$ cat src/rtl/csr_rmw_pkg.sv
package csr_rmw_pkg;

   localparam int ADDR_W  = 12;
   localparam int FIELD_W = 5;

   typedef enum logic [1:0] {
      K_BAD   = 2'b00,
      K_WRITE = 2'b01,
      K_SET   = 2'b10,
      K_CLEAR = 2'b11
   } csr_kind_e;

   typedef struct packed {
      csr_kind_e kind;
      logic      use_imm;
   } csr_dec_t;

endpackage

$ cat src/rtl/csr_op_decode.sv
module csr_op_decode
   import csr_rmw_pkg::*;
(
   input  logic [2:0] op_code,
   output csr_dec_t   dec
);
   always_comb begin
      dec.use_imm = op_code[2];
      unique case (op_code[1:0])
         2'b01:   dec.kind = K_WRITE;
         2'b10:   dec.kind = K_SET;
         2'b11:   dec.kind = K_CLEAR;
         default: dec.kind = K_BAD;
      endcase
   end
endmodule

$ cat src/rtl/csr_src_mux.sv
module csr_src_mux
   import csr_rmw_pkg::*;
#(
   parameter int XLEN  = 32,
   parameter int CSR_W = 32
) (
   input  logic               use_imm,
   input  logic [FIELD_W-1:0] src_field,
   input  logic [XLEN-1:0]    rs1_data,
   output logic [CSR_W-1:0]   operand
);
   localparam int PAD_W = CSR_W - FIELD_W;

   logic [CSR_W-1:0] imm_ext;
   assign imm_ext = {{PAD_W{1'b0}}, src_field};
   assign operand = use_imm ? imm_ext : rs1_data[CSR_W-1:0];

   always_comb begin
      if (use_imm) a_r4_imm_zero_ext : assert (operand[CSR_W-1:FIELD_W] == '0);
   end
endmodule

$ cat src/rtl/csr_reg_bank.sv
module csr_reg_bank
   import csr_rmw_pkg::*;
#(
   parameter int                          NUM_CSR   = 4,
   parameter int                          CSR_W     = 32,
   parameter logic [NUM_CSR*ADDR_W-1:0]   CSR_ADDRS = '0,
   parameter logic [NUM_CSR*CSR_W-1:0]    CSR_RESET = '0,
   parameter logic [NUM_CSR*CSR_W-1:0]    CSR_MASK  = '1
) (
   input  logic              clk,
   input  logic              rst_n,
   input  logic [ADDR_W-1:0] addr,
   input  logic              we,
   input  logic [CSR_W-1:0]  wdata,
   output logic [CSR_W-1:0]  rdata,
   output logic              hit_any
);
   logic [NUM_CSR-1:0]   hit;
   logic [CSR_W-1:0]     q     [NUM_CSR];
   logic [CSR_W-1:0]     gated [NUM_CSR];

   for (genvar i = 0; i < NUM_CSR; i++) begin : g_reg
      localparam logic [ADDR_W-1:0] MY_ADDR = CSR_ADDRS[i*ADDR_W +: ADDR_W];
      localparam logic [CSR_W-1:0]  MY_RST  = CSR_RESET[i*CSR_W +: CSR_W];
      localparam logic [CSR_W-1:0]  MY_MASK = CSR_MASK[i*CSR_W +: CSR_W];

      assign hit[i]   = (addr == MY_ADDR);
      assign gated[i] = hit[i] ? q[i] : '0;

      always_ff @(posedge clk or negedge rst_n) begin
         if (!rst_n)            q[i] <= MY_RST;
         else if (we && hit[i]) q[i] <= (wdata & MY_MASK) | (MY_RST & ~MY_MASK);
      end

      a_r10_fixed_bits : assert property (@(posedge clk) disable iff (!rst_n)
         (q[i] & ~MY_MASK) == (MY_RST & ~MY_MASK));
      a_r7_hold_unless_written : assert property (@(posedge clk) disable iff (!rst_n)
         !(we && hit[i]) |=> $stable(q[i]));
   end

   always_comb begin
      rdata = '0;
      for (int i = 0; i < NUM_CSR; i++) rdata = rdata | gated[i];
   end
   assign hit_any = |hit;

   a_r8_single_hit : assert property (@(posedge clk) disable iff (!rst_n) $onehot0(hit));
endmodule

$ cat src/rtl/csr_rmw_unit.sv
module csr_rmw_unit
   import csr_rmw_pkg::*;
#(
   parameter int                          XLEN      = 32,
   parameter int                          CSR_W     = 32,
   parameter int                          NUM_CSR   = 4,
   parameter logic [NUM_CSR*ADDR_W-1:0]   CSR_ADDRS = {12'h343, 12'h342, 12'h341, 12'h340},
   parameter logic [NUM_CSR*CSR_W-1:0]    CSR_RESET = '0,
   parameter logic [NUM_CSR*CSR_W-1:0]    CSR_MASK  = {(NUM_CSR*CSR_W){1'b1}}
) (
   input  logic              clk,
   input  logic              rst_n,
   input  logic              req_valid,
   input  logic [11:0]       csr_addr,
   input  logic [2:0]        op_code,
   input  logic [4:0]        src_field,
   input  logic [XLEN-1:0]   rs1_data,
   input  logic              rd_is_zero,
   output logic [XLEN-1:0]   rd_data,
   output logic              read_strobe,
   output logic              write_strobe,
   output logic              illegal
);
   localparam int EXT_W = XLEN - CSR_W;

   if (NUM_CSR < 4)          begin : g_chk_num  $error("NUM_CSR must be at least 4"); end
   if (CSR_W < 8)            begin : g_chk_w    $error("CSR_W must be at least 8"); end
   if (CSR_W > XLEN)         begin : g_chk_x    $error("CSR_W must not exceed XLEN"); end

   csr_dec_t         dec;
   logic [CSR_W-1:0] operand;
   logic [CSR_W-1:0] old_val;
   logic [CSR_W-1:0] new_val;
   logic             hit_any;
   logic             legal;
   logic             is_write;
   logic             src_nonzero;

   csr_op_decode u_dec (
      .op_code (op_code),
      .dec     (dec)
   );

   csr_src_mux #(.XLEN(XLEN), .CSR_W(CSR_W)) u_src (
      .use_imm   (dec.use_imm),
      .src_field (src_field),
      .rs1_data  (rs1_data),
      .operand   (operand)
   );

   csr_reg_bank #(
      .NUM_CSR   (NUM_CSR),
      .CSR_W     (CSR_W),
      .CSR_ADDRS (CSR_ADDRS),
      .CSR_RESET (CSR_RESET),
      .CSR_MASK  (CSR_MASK)
   ) u_bank (
      .clk     (clk),
      .rst_n   (rst_n),
      .addr    (csr_addr),
      .we      (write_strobe),
      .wdata   (new_val),
      .rdata   (old_val),
      .hit_any (hit_any)
   );

   assign legal       = req_valid && hit_any && (dec.kind != K_BAD);
   assign illegal     = req_valid && !(hit_any && (dec.kind != K_BAD));
   assign is_write    = (dec.kind == K_WRITE);
   assign src_nonzero = |src_field;

   assign read_strobe  = legal && !(is_write && rd_is_zero);
   assign write_strobe = legal && (is_write || src_nonzero);

   always_comb begin
      unique case (dec.kind)
         K_WRITE: new_val = operand;
         K_SET:   new_val = old_val | operand;
         K_CLEAR: new_val = old_val & ~operand;
         default: new_val = old_val;
      endcase
   end

   if (EXT_W > 0) begin : g_ext
      assign rd_data = read_strobe ? {{EXT_W{1'b0}}, old_val} : '0;
      a_r11_upper_zero : assert property (@(posedge clk) disable iff (!rst_n)
         rd_data[XLEN-1:CSR_W] == '0);
   end else begin : g_noext
      assign rd_data = read_strobe ? old_val : '0;
   end

   a_r8_illegal_quiet : assert property (@(posedge clk) disable iff (!rst_n)
      illegal |-> (!write_strobe && !read_strobe && rd_data == '0));
   a_r5_write_no_read : assert property (@(posedge clk) disable iff (!rst_n)
      (req_valid && !illegal && op_code[1:0] == 2'b01 && rd_is_zero) |-> (!read_strobe && write_strobe));
   a_r6_setclr_reads : assert property (@(posedge clk) disable iff (!rst_n)
      (req_valid && !illegal && op_code[1]) |-> read_strobe);
   a_r7_zero_src_no_write : assert property (@(posedge clk) disable iff (!rst_n)
      (op_code[1] && src_field == '0) |-> !write_strobe);
   a_r9_bad_code : assert property (@(posedge clk) disable iff (!rst_n)
      (req_valid && op_code[1:0] == 2'b00) |-> illegal);
endmodule

$ cat config.mk
export PLATFORM = sky130hd
export DESIGN_NAME = csr_rmw_unit
export DESIGN_NICKNAME = d
export VERILOG_FILES = /design/src/rtl/csr_rmw_pkg.sv /design/src/rtl/csr_op_decode.sv /design/src/rtl/csr_src_mux.sv /design/src/rtl/csr_reg_bank.sv /design/src/rtl/csr_rmw_unit.sv
export SDC_FILE = /design/constraint.sdc
export NUM_CORES = 1
export LEC_CHECK = 0
export ABC_AREA = 0
export BUFFER_PORTS_ARGS = -buffer_cell sky130_fd_sc_hd__buf_4
export CELL_PAD_IN_SITES_DETAIL_PLACEMENT = 0
export CELL_PAD_IN_SITES_GLOBAL_PLACEMENT = 1
export CORE_MARGIN = 2
export CORE_UTILIZATION = 47
export CTS_CLUSTER_SIZE = 12
export DETAILED_ROUTE_END_ITERATION = 8
export GPL_TIMING_DRIVEN = 1
export PLACE_DENSITY = 0.78
export SYNTH_ARGS = -nofsm -noshare
export SYNTH_HDL_FRONTEND = slang
export SYNTH_SLANG_ARGS = --single-unit
$ cat constraint.sdc
create_clock -name clk -period 3.41 [get_ports clk]
set_input_delay 0.682 -clock clk [delete_from_list [all_inputs] [get_ports clk]]
set_output_delay 0.682 -clock clk [all_outputs]
set_load 0.02 [all_outputs]
### After elaboration in Yosys (flattened, before gate mapping)

Cells that the tools add are included.

| word-level totals | value |
|---|---|
| flip-flop bits (word level) | 128 |
| input port bits | 56 |

| operators by class | value |
|---|---|
| equality and inequality tests | 10 |
| mux-type cells | 8 |
| bitwise operators | 6 |
| reductions and logical operators | 17 |

Operators by type and width:

| cell | count |
|---|---|
| two-way mux 32 bit | 6 |
| bitwise OR 32 bit | 4 |
| one-hot mux 32 bit (3 select lines) | 1 |
| equality test 12 x 10 -> 1 bit (second input constant) | 4 |
| AND 32 bit | 1 |
| NOT 32 bit | 1 |
| logical AND 1 bit | 11 |
| equality test 2 bit (second input constant) | 4 |
| one-hot mux 2 bit (3 select lines) | 1 |
| OR reduction 5 bit | 1 |
| equality test 2 x 1 -> 1 bit (second input constant) | 2 |
| OR reduction 4 bit | 1 |
| logical NOT 1 bit | 2 |
| nonzero test 2 bit | 1 |
| logical OR 1 bit | 1 |

### Logic depth before layout (Yosys ltp)

Gate-level depths: netlist of the first run.

| logic depth | value |
|---|---|
| word-level depth | 7 |
| depth in mapped cells | 8 |
| mapped depth without buffers | 4 |

### By module

From an unflattened synthesis of the first run, not the netlist that was laid out.

| unflattened totals | value |
|---|---|
| cells, all modules | 588 |
| area, all modules | 7516.0 um2 |

Modules (own cells, without submodules):

| module | times used | cells each | area an instance (um2) |
|---|---|---|---|
| csr_reg_bank | 1 | 356 | 5899.4 |
| csr_rmw_unit | 1 | 194 | 1341.3 |
| csr_src_mux | 1 | 35 | 260.2 |
| csr_op_decode | 1 | 3 | 15.0 |

### Worst setup path before layout of the first run

No wires, ideal clock.

| timing | value |
|---|---|
| path type | input port to output port |
| from | input port csr_addr[7] |
| to | output port rd_data[10] |
| arrival | 2422 ps |
| data required time | 2728 ps |
| setup slack | 306 ps |
| stages on the path | 5 |
| path buffers | 1 |
| cell sequence | or4b_1 nor2_1 nand4_1 clkbuf_1 nor2b_1 |

| on the way | value |
|---|---|
| longest elaborated chain between the ends | 6 |
| elaborated cells between the ends (all ways) | 16 |

RTL lines:

| element | line | source |
|---|---|---|
| start, declared | csr_rmw_unit.sv:14 | `input logic [11:0] csr_addr,` |
| equality test 12 x 10 -> 1 bit | csr_reg_bank.sv:27 | `assign hit[i] = (addr == MY_ADDR);` |
| two-way mux 32 bit / OR reduction 4 bit (equally long branches) | csr_reg_bank.sv:28, csr_reg_bank.sv:45 |  |
| bitwise OR 32 bit / logical AND 1 bit (equally long branches) (2 in series) | csr_reg_bank.sv:43, csr_rmw_unit.sv:67 |  |
| bitwise OR 32 bit / logical AND 1 bit (equally long branches) | csr_reg_bank.sv:43, csr_rmw_unit.sv:72 |  |
| two-way mux 32 bit (*) | csr_rmw_unit.sv:89 | `assign rd_data = read_strobe ? old_val : '0;` |
| end, declared | csr_rmw_unit.sv:19 | `output logic [XLEN-1:0] rd_data,` |

Every way passes the cells marked *; elsewhere a longest branch is shown, timed or not.

### Worst setup path in the final report of the first run

| timing | value |
|---|---|
| from | input port csr_addr[3] |
| to | output port rd_data[30] |

The elaborated chain is that of the path after synthesis.

==> run_results.csv, run 1 <==
group,metric,value,unit
timing,setup_viol,0,
clock_network,clock_latency,0.42,ns
detailed_routing,drtIter0Drc,283,
clock_network,cts_buffer_depth,2,
critical_path,crit_arrival,2.34,ns
die,die_h,124.5,um
timing,fin_crit_sh,88.66,%
clock_network,htree_levels,4,
clock_network,path_clk_slew,0.06,ns
critical_path,critical_path.endpoint_type,"output pin",
finish,multi_input_area,3403,um2
yosys,synth.distinct_cells,36,
critical_path,crit_slowest_cell,"or3b_2",
timing,layout_setup_ws,0.3866,ns
yosys,synthesis.area,6824,um2
finish,largest_registers,"u_bank.q (128)",
yosys,synthArstFlopShare,100.0,%
critical_path,crit_path_cell_trace,"buf_4 -> or3b_2 -> buf_4 -> o22ai_1 -> nor2b_1 -> buf_4",
timing,rsz0062_at_grt,"no",
critical_path,path_common_cell,"buf_4",
grt,grt_pass1_wl,27740,um
pwr,total_power,3.821,mW
finish,drive_gt1_share,39.49,%
timing,slew_headroom,49.42,%
timing,slew_viol_final,0,
grt,gr-usage-all-layers,22.80,%
die,die_w,124.5,um
run,max_cap_viol_count,0,
yosys,syn_avg_cell_area,12.12,um2
detailed_routing,wl_per_cell,20.13,um
grt,grt_pass1_vias,5242,
die,io_pins,91,
place,dpl_worst_slack,0.3385,ns
detailed_routing,antenna_left,0,
grt,antenna_found_initial,0,
yosys,synth-edff-count,0,
die,start_util,47.49,%
detailed_routing,viasPerCell,5.794,
critical_path,critPathKind,"input pin to output pin",
run_status,status,"complete, no violations",
timing,worst_slew_pin_slew,0.7586,ns
yosys,ys.flop_type,"dfrtp_1",
die,core_area,14370,um2
critical_path,cpPeakStageDelay,0.70,ns
detailed_routing,wirelength,17110,um
finish,regMostFlops,"u_bank.q",
clock_network,cts_tree,"built",
finish,seqCellArea,3203,um2
critical_path,crit_required,2.73,ns
critical_path,cp_max_fo,17,
clock_network,cts_buffers,17,
finish,n_antenna_cell,0,
finish,fillers,1155,
yosys,synth_nets,619,
detailed_routing,dr.pass1.iters,4,
clock_network,hold_buffers,0,
detailed_routing,vias,4925,
yosys,yosysWarnings,0,
yosys,yosys_register_bits,128,
grt,grt_max_degree,73,
timing,period_needed,3.023,ns
timing,final_hold_viol_count,0,
timing,tns,0,ns
finish,postLayoutCellArea,8471,um2
die,die_area,15500,um2
detailed_routing,drc,0,
grt,grt.overflow.total,0,
pwr,peakVddDrop,0.0003988,V
timing,worst_hold_slack,0.3177,ns
clock_network,cts.sinks,128,
place,place.gp.congestion,0.7995,
timing,fin_skew,0.003966,ns
clock_network,cts_setup_buffers,0,
critical_path,critPathLaunchType,"input pin",
yosys,syn_inst,563,
place,numPortBuffers,90,
place,placed_area,7807,um2
pwr,p_leak,4.114,nW
pwr,powerDensity,451.1,nW/um2
finish,nNetsFinal,709,
finish,largest_register_ffs,128,
worst_hold_path,hp-class,"input pin to asynchronous set/reset pin",
timing,fmax,0.3308,GHz
die,rows,44,
clock_network,post_cts_resized,0,
critical_path,path_buf_inv,3,
place,dp_hpwl,10820,um
critical_path,critical-path-top-delay-family,"simple AND/OR/NAND/NOR gates",
clock_network,clock-root-buffer,"clkbuf_16",
yosys,ys_seq_area_share,46.94,%
finish,areaGrowthSynthToFinish,24.13,%
[synth_stat cells (2+ instances only)]
cell,instances,share of area [%]
a31oi_1,5,0.46
clkbuf_1,27,1.5
inv_1,12,0.66
nor3_1,7,0.51
or4b_1,3,0.44
a21o_1,5,0.55
nor2b_1,29,2.7
buf_2,11,0.81
nor4_1,10,0.92
nand2_1,33,1.8
o22ai_1,30,2.8
dfrtp_1,128,47
mux2_2,78,13
mux2i_1,75,11
or3_1,2,0.18
buf_1,3,0.17
a2bb2oi_1,10,1.3
mux4_2,2,0.66
nand3_1,5,0.37
nor2_1,14,0.77
buf_6,3,0.50
nor3b_1,2,0.22
a41o_1,2,0.29
a32o_1,25,3.7
mux2_4,25,5.5
or3b_2,2,0.26
o311ai_2,2,0.48
mux2_1,5,0.83
[metal layers]
metal / global-route usage (%) / part of all wire (%)
met1: 29.05 / 44
met2: 37.54 / 50
met3: 5.284 / 4.3
met4: 9.385 / 1.8
met5: 0 / 0
[final timing paths]
| path | startpoint | end | slack, ns | cells past startpoint |
|---|---|---|---|---|
| setup / recovery | csr_addr[3] | rd_data[30] | 0.39 | 6 |
| hold / removal | rst_n | u_bank.q[99] | 0.32 | 1 |
| setup reg to reg | u_bank.q[22] | u_bank.q[86] | 1.82 | 3 |
| hold reg to reg | u_bank.q[86] | u_bank.q[86] | 0.49 | 1 |
| max in group asynchronous | rst_n | u_bank.q[107] | 2.22 | 2 |
| min in group clk | u_bank.q[86] | u_bank.q[86] | 0.49 | 1 |
[placed cells by master (no fill, tap or decap), drive strengths merged]
cell type  instances
bufinv             5
nor2b             29
nor3               7
inv               12
clkinvlp           5
nand4bb            1
xnor2              1
clkinv             3
o22ai             30
a21boi             1
or3                2
o311ai             2
a21o               5
a41o               2
or3b               2
nor4              11
dfrtp            128
mux2i             75
nor2              14
or4b               3
nand4              1
mux2             108
nand2             33
nor3b              2
nand2b             1
or4                1
a2bb2oi           10
or2                1
mux4               2
buf              115
a31oi              5
nand3              5
a32o              25
clkbuf            19
[logic make-up after synthesis]
group	after synthesis	share of synthesized area, %
buf+inv	56	3.612
compound gates	80	9.589
mux	185	30.86
simple gates	113	8.874
flops	128	46.94
xor+xnor	1	0.1284
[layout make-up]
type | instances | share of cell area (%)
multi-input combinational | 379 | 40.18
tap | 184 | 2.718
sequential | 128 | 37.81
inverter | 12 | 0.5318
timing repair buffer | 115 | 10.93
clock inverter | 13 | 2.482
clock buffer | 19 | 5.347
[power by group]
group	switching (mW)	internal, mW
clock	0.691	1.33
sequential	0.00151	1.52
combinational	0.161	0.111
[per-stage QoR]
stage               cells  utilization [%]
floorplan             563                -
global placement      818            54.34
detailed placement    818            54.34
CTS                   850            58.95
global route          850            58.95
finish                850            58.95
Note: power is estimated with default switching activity, not from simulation.
==> run 2: changes to the inputs <==
--- a/config.mk
+++ b/config.mk
@@ -5,16 +5,16 @@
 export SDC_FILE = /design/constraint.sdc
 export NUM_CORES = 1
 export LEC_CHECK = 0
-export ABC_AREA = 0
+export ABC_AREA = 1
 export BUFFER_PORTS_ARGS = -buffer_cell sky130_fd_sc_hd__buf_4
 export CELL_PAD_IN_SITES_DETAIL_PLACEMENT = 0
 export CELL_PAD_IN_SITES_GLOBAL_PLACEMENT = 1
 export CORE_MARGIN = 2
-export CORE_UTILIZATION = 47
+export CORE_UTILIZATION = 42
 export CTS_CLUSTER_SIZE = 12
 export DETAILED_ROUTE_END_ITERATION = 8
 export GPL_TIMING_DRIVEN = 1
-export PLACE_DENSITY = 0.78
+export PLACE_DENSITY = 0.79
 export SYNTH_ARGS = -nofsm -noshare
 export SYNTH_HDL_FRONTEND = slang
 export SYNTH_SLANG_ARGS = --single-unit
==> run 2 against run 1 <==
Effect of this change:
- critical path depth increased by 4
- clock skew increased by 0.0024 ns
- register-to-register slack improved by 0.51 ns
- highest routed layer unchanged
- count of clock-buffer cells in the layout increased by 2
- critical path type unchanged
- core utilization decreased by 8.4 points
==> run_results.csv, run 2 <==
group,metric,value,unit
clock_network,clock_latency,0.42,ns
die,die_w,135.6,um
timing,slew_viol_final,0,
die,rows,48,
timing,tns,0,ns
clock_network,cts_buffers,17,
place,numPortBuffers,90,
worst_hold_path,hp-class,"input pin to asynchronous set/reset pin",
finish,largest_register_ffs,128,
detailed_routing,met1_length,10760,um
finish,final_cell_mix,"520 x nand2_1, 129 x nand3_1, 128 x dfrtp_1",
clock_network,post_cts_resized,0,
yosys,ys.flop_type,"dfrtp_1",
grt,gr-usage-all-layers,26.00,%
pwr,powerDensity,398.8,nW/um2
yosys,synthTopCellsByCount,"520 x nand2_1, 129 x nand3_1, 128 x dfrtp_1",
pwr,seqPwrFrac,44.0,%
grt,antenna_found_initial,0,
clock_network,cts_buffer_depth,2,
timing,rsz0062_at_grt,"no",
critical_path,r2r_cells,6,
yosys,synth_nets,1120,
pwr,comb_power_share,7.4,%
detailed_routing,met2_length,10370,um
run,max_cap_viol_count,0,
pwr,p_int,2.598,mW
finish,nNetsFinal,1185,
yosys,syn_inst,1064,
critical_path,cp_max_fo,133,
clock_network,cts.sinks,128,
timing,fin_crit_sh,88.59,%
yosys,synth.area.top_cells,"dfrtp_1 44%, nand2_1 27%, nand3_1 8.9%",
yosys,synth-edff-count,0,
grt,grt_pass1_wl,36260,um
finish,largest_registers,"u_bank.q (128)",
yosys,synth_top_area_cell,"dfrtp_1",
timing,fin_skew,0.006319,ns
detailed_routing,drc,0,
place,place.gp.congestion,0.7820,
timing,worst_slew_pin_slew,0.8827,ns
detailed_routing,antenna_left,0,
clock_network,cts_tree,"built",
detailed_routing,wl_per_cell,16.60,um
grt,grt.overflow.total,0,
finish,regMostFlops,"u_bank.q",
finish,areaGrowthSynthToFinish,18.86,%
pwr,p_leak,4.870,nW
pwr,switching_share,24.69,%
yosys,synth.distinct_cells,21,
clock_network,cts_setup_buffers,0,
timing,setup_viol,0,
finish,seqCellArea,3203,um2
yosys,yosys_register_bits,128,
finish,n_antenna_cell,0,
detailed_routing,wirelength,22690,um
critical_path,critical_path.endpoint_type,"output pin",
critical_path,critPathLaunchType,"input pin",
yosys,synthesis.area,7277,um2
clock_network,htree_levels,4,
yosys,ys_seq_area_share,44.02,%
pwr,p_switching,0.8516,mW
critical_path,crit_arrival,2.34,ns
die,die_area,18400,um2
finish,postLayoutCellArea,8650,um2
yosys,syn_avg_cell_area,6.839,um2
yosys,yosysMostFrequentCell,"nand2_1",
die,start_util,42.51,%
die,io_pins,91,
place,dp_hpwl,12440,um
detailed_routing,viasPerCell,5.095,
critical_path,crit_required,2.73,ns
die,core_area,17120,um2
detailed_routing,dr.pass1.iters,5,
timing,slew_headroom,41.15,%
finish,fillers,1769,
die,die_h,135.6,um
clock_network,hold_buffers,0,
run_status,status,"complete, no violations",
critical_path,critPathKind,"input pin to output pin",
grt,grt_max_degree,134,
detailed_routing,drtIter0Drc,542,
finish,drive_gt1_share,14.27,%
clock_network,path_clk_slew,0.06,ns
timing,period_needed,3.021,ns
finish,multi_input_area,3553,um2
timing,fmax,0.3310,GHz
detailed_routing,wl_met3,1292,um
grt,grt_pass1_vias,6596,
yosys,yosysWarnings,0,
place,placed_area,8117,um2
detailed_routing,vias,6965,
pwr,peakVddDrop,0.0003043,V
clock_network,clock-root-buffer,"clkbuf_16",
timing,final_hold_viol_count,0,
yosys,synth_top_area_share,44.02,%
yosys,synthArstFlopShare,100.0,%
pwr,p_clk_share,48.6,%
detailed_routing,top_layer,"met4",
finish,final_common_cell,"nand2_1",
## run 2: cell types whose count changed after synthesis, moves of 74 or more
cell	before	now
nor2_1	14	97
nand2_1	33	520
nand3_1	5	129
mux2i_1	75	0
mux2_2	78	4
## run 2: per-layer routing
metal	up-vias	GRT usage (%)
met4	0	7.407
li1	3457	-
met5	-	0
met3	21	3.928
met2	207	40.99
met1	3280	37.29
## run 2: layout make-up
type / instances / share of cell area (%)
clock inverter: 11 / 1.070
timing repair buffer: 112 / 10.73
clock buffer: 21 / 5.092
inverter: 40 / 1.736
sequential: 128 / 37.03
multi-input combinational: 830 / 41.08
tap: 225 / 3.255
## run 2: logic make-up (layout without fill, tap and decap cells)
kind of cell | after synthesis | after routing | synth area share [%]
AOI/OAI and AO/OA | 66 | 66 | 4.539
xor gates and xnor gates | 1 | 1 | 0.1204
buffers and inverters | 106 | 184 | 7.256
DFF | 128 | 128 | 44.02
muxes | 4 | 4 | 0.6189
and+or+nand+nor | 759 | 759 | 43.45
## run 2: power by group through the flow
stage | logic (mW) | registers (mW) | clock network, mW
floorplan | 0.113 | 1.55 | 0
global placement | 0.256 | 1.55 | 0
detailed placement | 0.256 | 1.55 | 0
CTS | 0.257 | 1.52 | 1.70
global route | 0.283 | 1.52 | 1.78
finish | 0.254 | 1.52 | 1.68
## run 2: path summary, 6_finish.rpt
path                                   start             to  slack [ns]
max in group asynchronous              rst_n   u_bank.q[79]        2.22
worst max register to register  u_bank.q[62]  u_bank.q[126]        2.33
worst min-delay path                   rst_n   u_bank.q[28]        0.39
worst max-delay path            csr_addr[11]    rd_data[11]        0.39
worst min register to register  u_bank.q[88]   u_bank.q[88]        0.48
min in group clk                u_bank.q[88]   u_bank.q[88]        0.48
## run 2: stage by stage
step | utilization, % | std cells | power, mW | hold slack (ns) | setup slack (ns)
after floorplan | - | 1064 | 1.660 | 0.3864 | 0.4402
after global placement | 47.42 | 1335 | 1.803 | 0.4618 | 0.4131
after detailed placement | 47.42 | 1335 | 1.803 | 0.4656 | 0.4106
after CTS | 50.53 | 1367 | 3.480 | 0.4057 | 0.4017
after global routing | 50.53 | 1367 | 3.580 | 0.4444 | 0.1722
final | 50.53 | 1367 | 3.450 | 0.3866 | 0.3891
## run 2: critical path: stages
cell	delay, ns
buf_4	0.10
nor2_1	0.09
nand2_1	0.09
nor2_4	0.21
buf_12	0.50
nand3_1	0.14
nand2_1	0.14
nor2_1	0.05
nor2_1	0.10
buf_4	0.15
==> run 3: changes to the inputs <==
--- a/config.mk
+++ b/config.mk
@@ -14,7 +14,8 @@
 export CTS_CLUSTER_SIZE = 12
 export DETAILED_ROUTE_END_ITERATION = 8
 export GPL_TIMING_DRIVEN = 1
-export PLACE_DENSITY = 0.79
+export PLACE_DENSITY = 0.88
+export SKIP_CTS_REPAIR_TIMING = 1
 export SYNTH_ARGS = -nofsm -noshare
 export SYNTH_HDL_FRONTEND = slang
 export SYNTH_SLANG_ARGS = --single-unit
==> run 3 against run 2 <==
Effect of this change:
- core utilization is 0.36 points higher
- hold slack better by 0.00055 ns
- non-clock buffer count is 1 lower
- clock skew is 0.0018 ns lower
- register-to-register slack hardly changed
- critical path depth stayed put
- maximum frequency is 1.1% higher
- die area stayed put
- clock power is 8% higher
- combinational power is 2% lower
- critical endpoint is now rd_data[9]
==> run_results.csv, run 3 (same netlist as run 2, synthesis figures left out) <==
group,metric,value,unit
timing,slew_headroom,36.46,%
clock_network,htree_levels,4,
clock_network,path_clk_slew,0.06,ns
critical_path,cpPeakStageDelay,0.28,ns
critical_path,path_common_cell,"buf_4",
critical_path,critical_path.endpoint_type,"output pin",
finish,largest_registers,"u_bank.q (128)",
clock_network,cts_buffer_depth,2,
critical_path,r2r_cells,6,
finish,final_cell_mix,"520 x nand2_1, 129 x nand3_1, 128 x dfrtp_1",
timing,slew_viol_final,0,
pwr,peakVddDrop,0.0003425,V
detailed_routing,wl_per_cell,15.90,um
detailed_routing,vias,7017,
critical_path,critPathLaunchType,"input pin",
place,numPortBuffers,90,
die,die_w,135.6,um
critical_path,crit_required,2.73,ns
detailed_routing,dr.pass1.iters,5,
pwr,powerDensity,410.6,nW/um2
pwr,p_leak,4.915,nW
place,dp_hpwl,12460,um
timing,worst_hold_slack,0.3872,ns
finish,n_antenna_cell,0,
clock_network,cts_tree,"built",
timing,layout_setup_ws,0.4214,ns
critical_path,reg2reg_from,"u_bank.q[96]",
worst_hold_path,hp-class,"input pin to asynchronous set/reset pin",
place,dpl_worst_slack,0.4205,ns
timing,tns,0,ns
grt,antenna_found_initial,0,
die,io_pins,91,
finish,drive_gt1_share,14.46,%
die,core_area,17120,um2
timing,fin_crit_sh,87.64,%
detailed_routing,wirelength,21720,um
finish,final_common_cell,"nand2_1",
critical_path,r2r_slack,2.33,ns
critical_path,r2r_end,"u_bank.q[96]",
timing,fin_skew,0.004553,ns
finish,areaGrowthSynthToFinish,19.70,%
clock_network,cts_buffers,17,
detailed_routing,viasPerCell,5.137,
place,placed_area,8134,um2
die,start_util,42.51,%
critical_path,setup.worst_path.end,"rd_data[9]",
grt,grt.overflow.total,0,
run_status,status,"complete, no violations",
die,rows,48,
clock_network,clock-root-buffer,"clkbuf_16",
timing,final_hold_viol_count,0,
finish,final_util,50.89,%
critical_path,crit_arrival,2.31,ns
die,die_h,135.6,um
grt,grt_max_degree,84,
grt,gr-usage-all-layers,24.70,%
timing,setup_viol,0,
detailed_routing,drc,0,
detailed_routing,drtIter0Drc,644,
finish,largest_register_ffs,128,
run,max_cap_viol_count,0,
grt,grt_pass1_vias,6539,
finish,nNetsFinal,1184,
critical_path,crit_path_cell_trace,"buf_4 -> nor2_1 -> nand2_1 -> nor2_4 -> nand4_4 -> a21oi_1 -> inv_1 -> buf_4 -> nor2_1 -> buf_4",
timing,rsz0062_at_grt,"no",
die,die_area,18400,um2
clock_network,clock_latency,0.42,ns
timing,period_needed,2.989,ns
critical_path,cp_max_fo,30,
finish,regMostFlops,"u_bank.q",
critical_path,critPathKind,"input pin to output pin",
critical_path,startpoint,"csr_addr[11]",
grt,grt_pass1_wl,34870,um
critical_path,crit_slowest_cell,"buf_4",
finish,postLayoutCellArea,8711,um2
clock_network,cts.sinks,128,
timing,fmax,0.3346,GHz
timing,worst_slew_pin_slew,0.9531,ns
detailed_routing,antenna_left,0,
place,place.gp.congestion,0.7583,
==> run 3: worst max-delay path: cells and delay by family <==
family | cells | cell delay, ns
buf+inv | 4 | 0.65
simple gates | 5 | 0.77
compound gates | 1 | 0.21
==> run 3: power breakdown <==
group | switching (mW) | internal [mW]
clock network | 0.674 | 1.13
logic | 0.165 | 0.0858
registers | 0.00000137 | 1.52
==> run 3: worst min path at each step <==
| stage | cells after the start | from | to |
|---|---|---|---|
| after detailed placement | 2 | u_bank.q[42] | u_bank.q[42] |
| after global placement | 2 | u_bank.q[19] | u_bank.q[19] |
| after CTS | 1 | rst_n | u_bank.q[59] |
| final | 1 | rst_n | u_bank.q[59] |
| after floorplan | 0 | rst_n | u_bank.q[0] |
| after global routing | 1 | rst_n | u_bank.q[59] |
==> run 3: through the flow <==
stage	std cells	total power, mW
after floorplan	1064	1.660
after global placement	1334	1.797
after detailed placement	1334	1.798
after CTS	1366	3.587
after global routing	1366	3.669
final	1366	3.576
==> run 3: final cells by class <==
cell class / count / area (um2)
clock buffer: 18 / 429.2
clock inverter: 14 / 147.6
fill: 1702 / 8406
inverter: 40 / 150.1
multi-input combinational: 830 / 3553
sequential: 128 / 3203
tap: 225 / 281.5
timing repair buffer: 111 / 945.9
==> run 3: layer usage <==
| layer | wire, um | vias up | GRT usage (%) |
|---|---|---|---|
| met5 | 0 | - | 0 |
| met4 | 333 | 0 | 7.697 |
| met3 | 1316 | 26 | 3.741 |
| li1 | - | 3455 | - |
| met1 | 9794 | 3303 | 33.99 |
| met2 | 10270 | 233 | 40.29 |
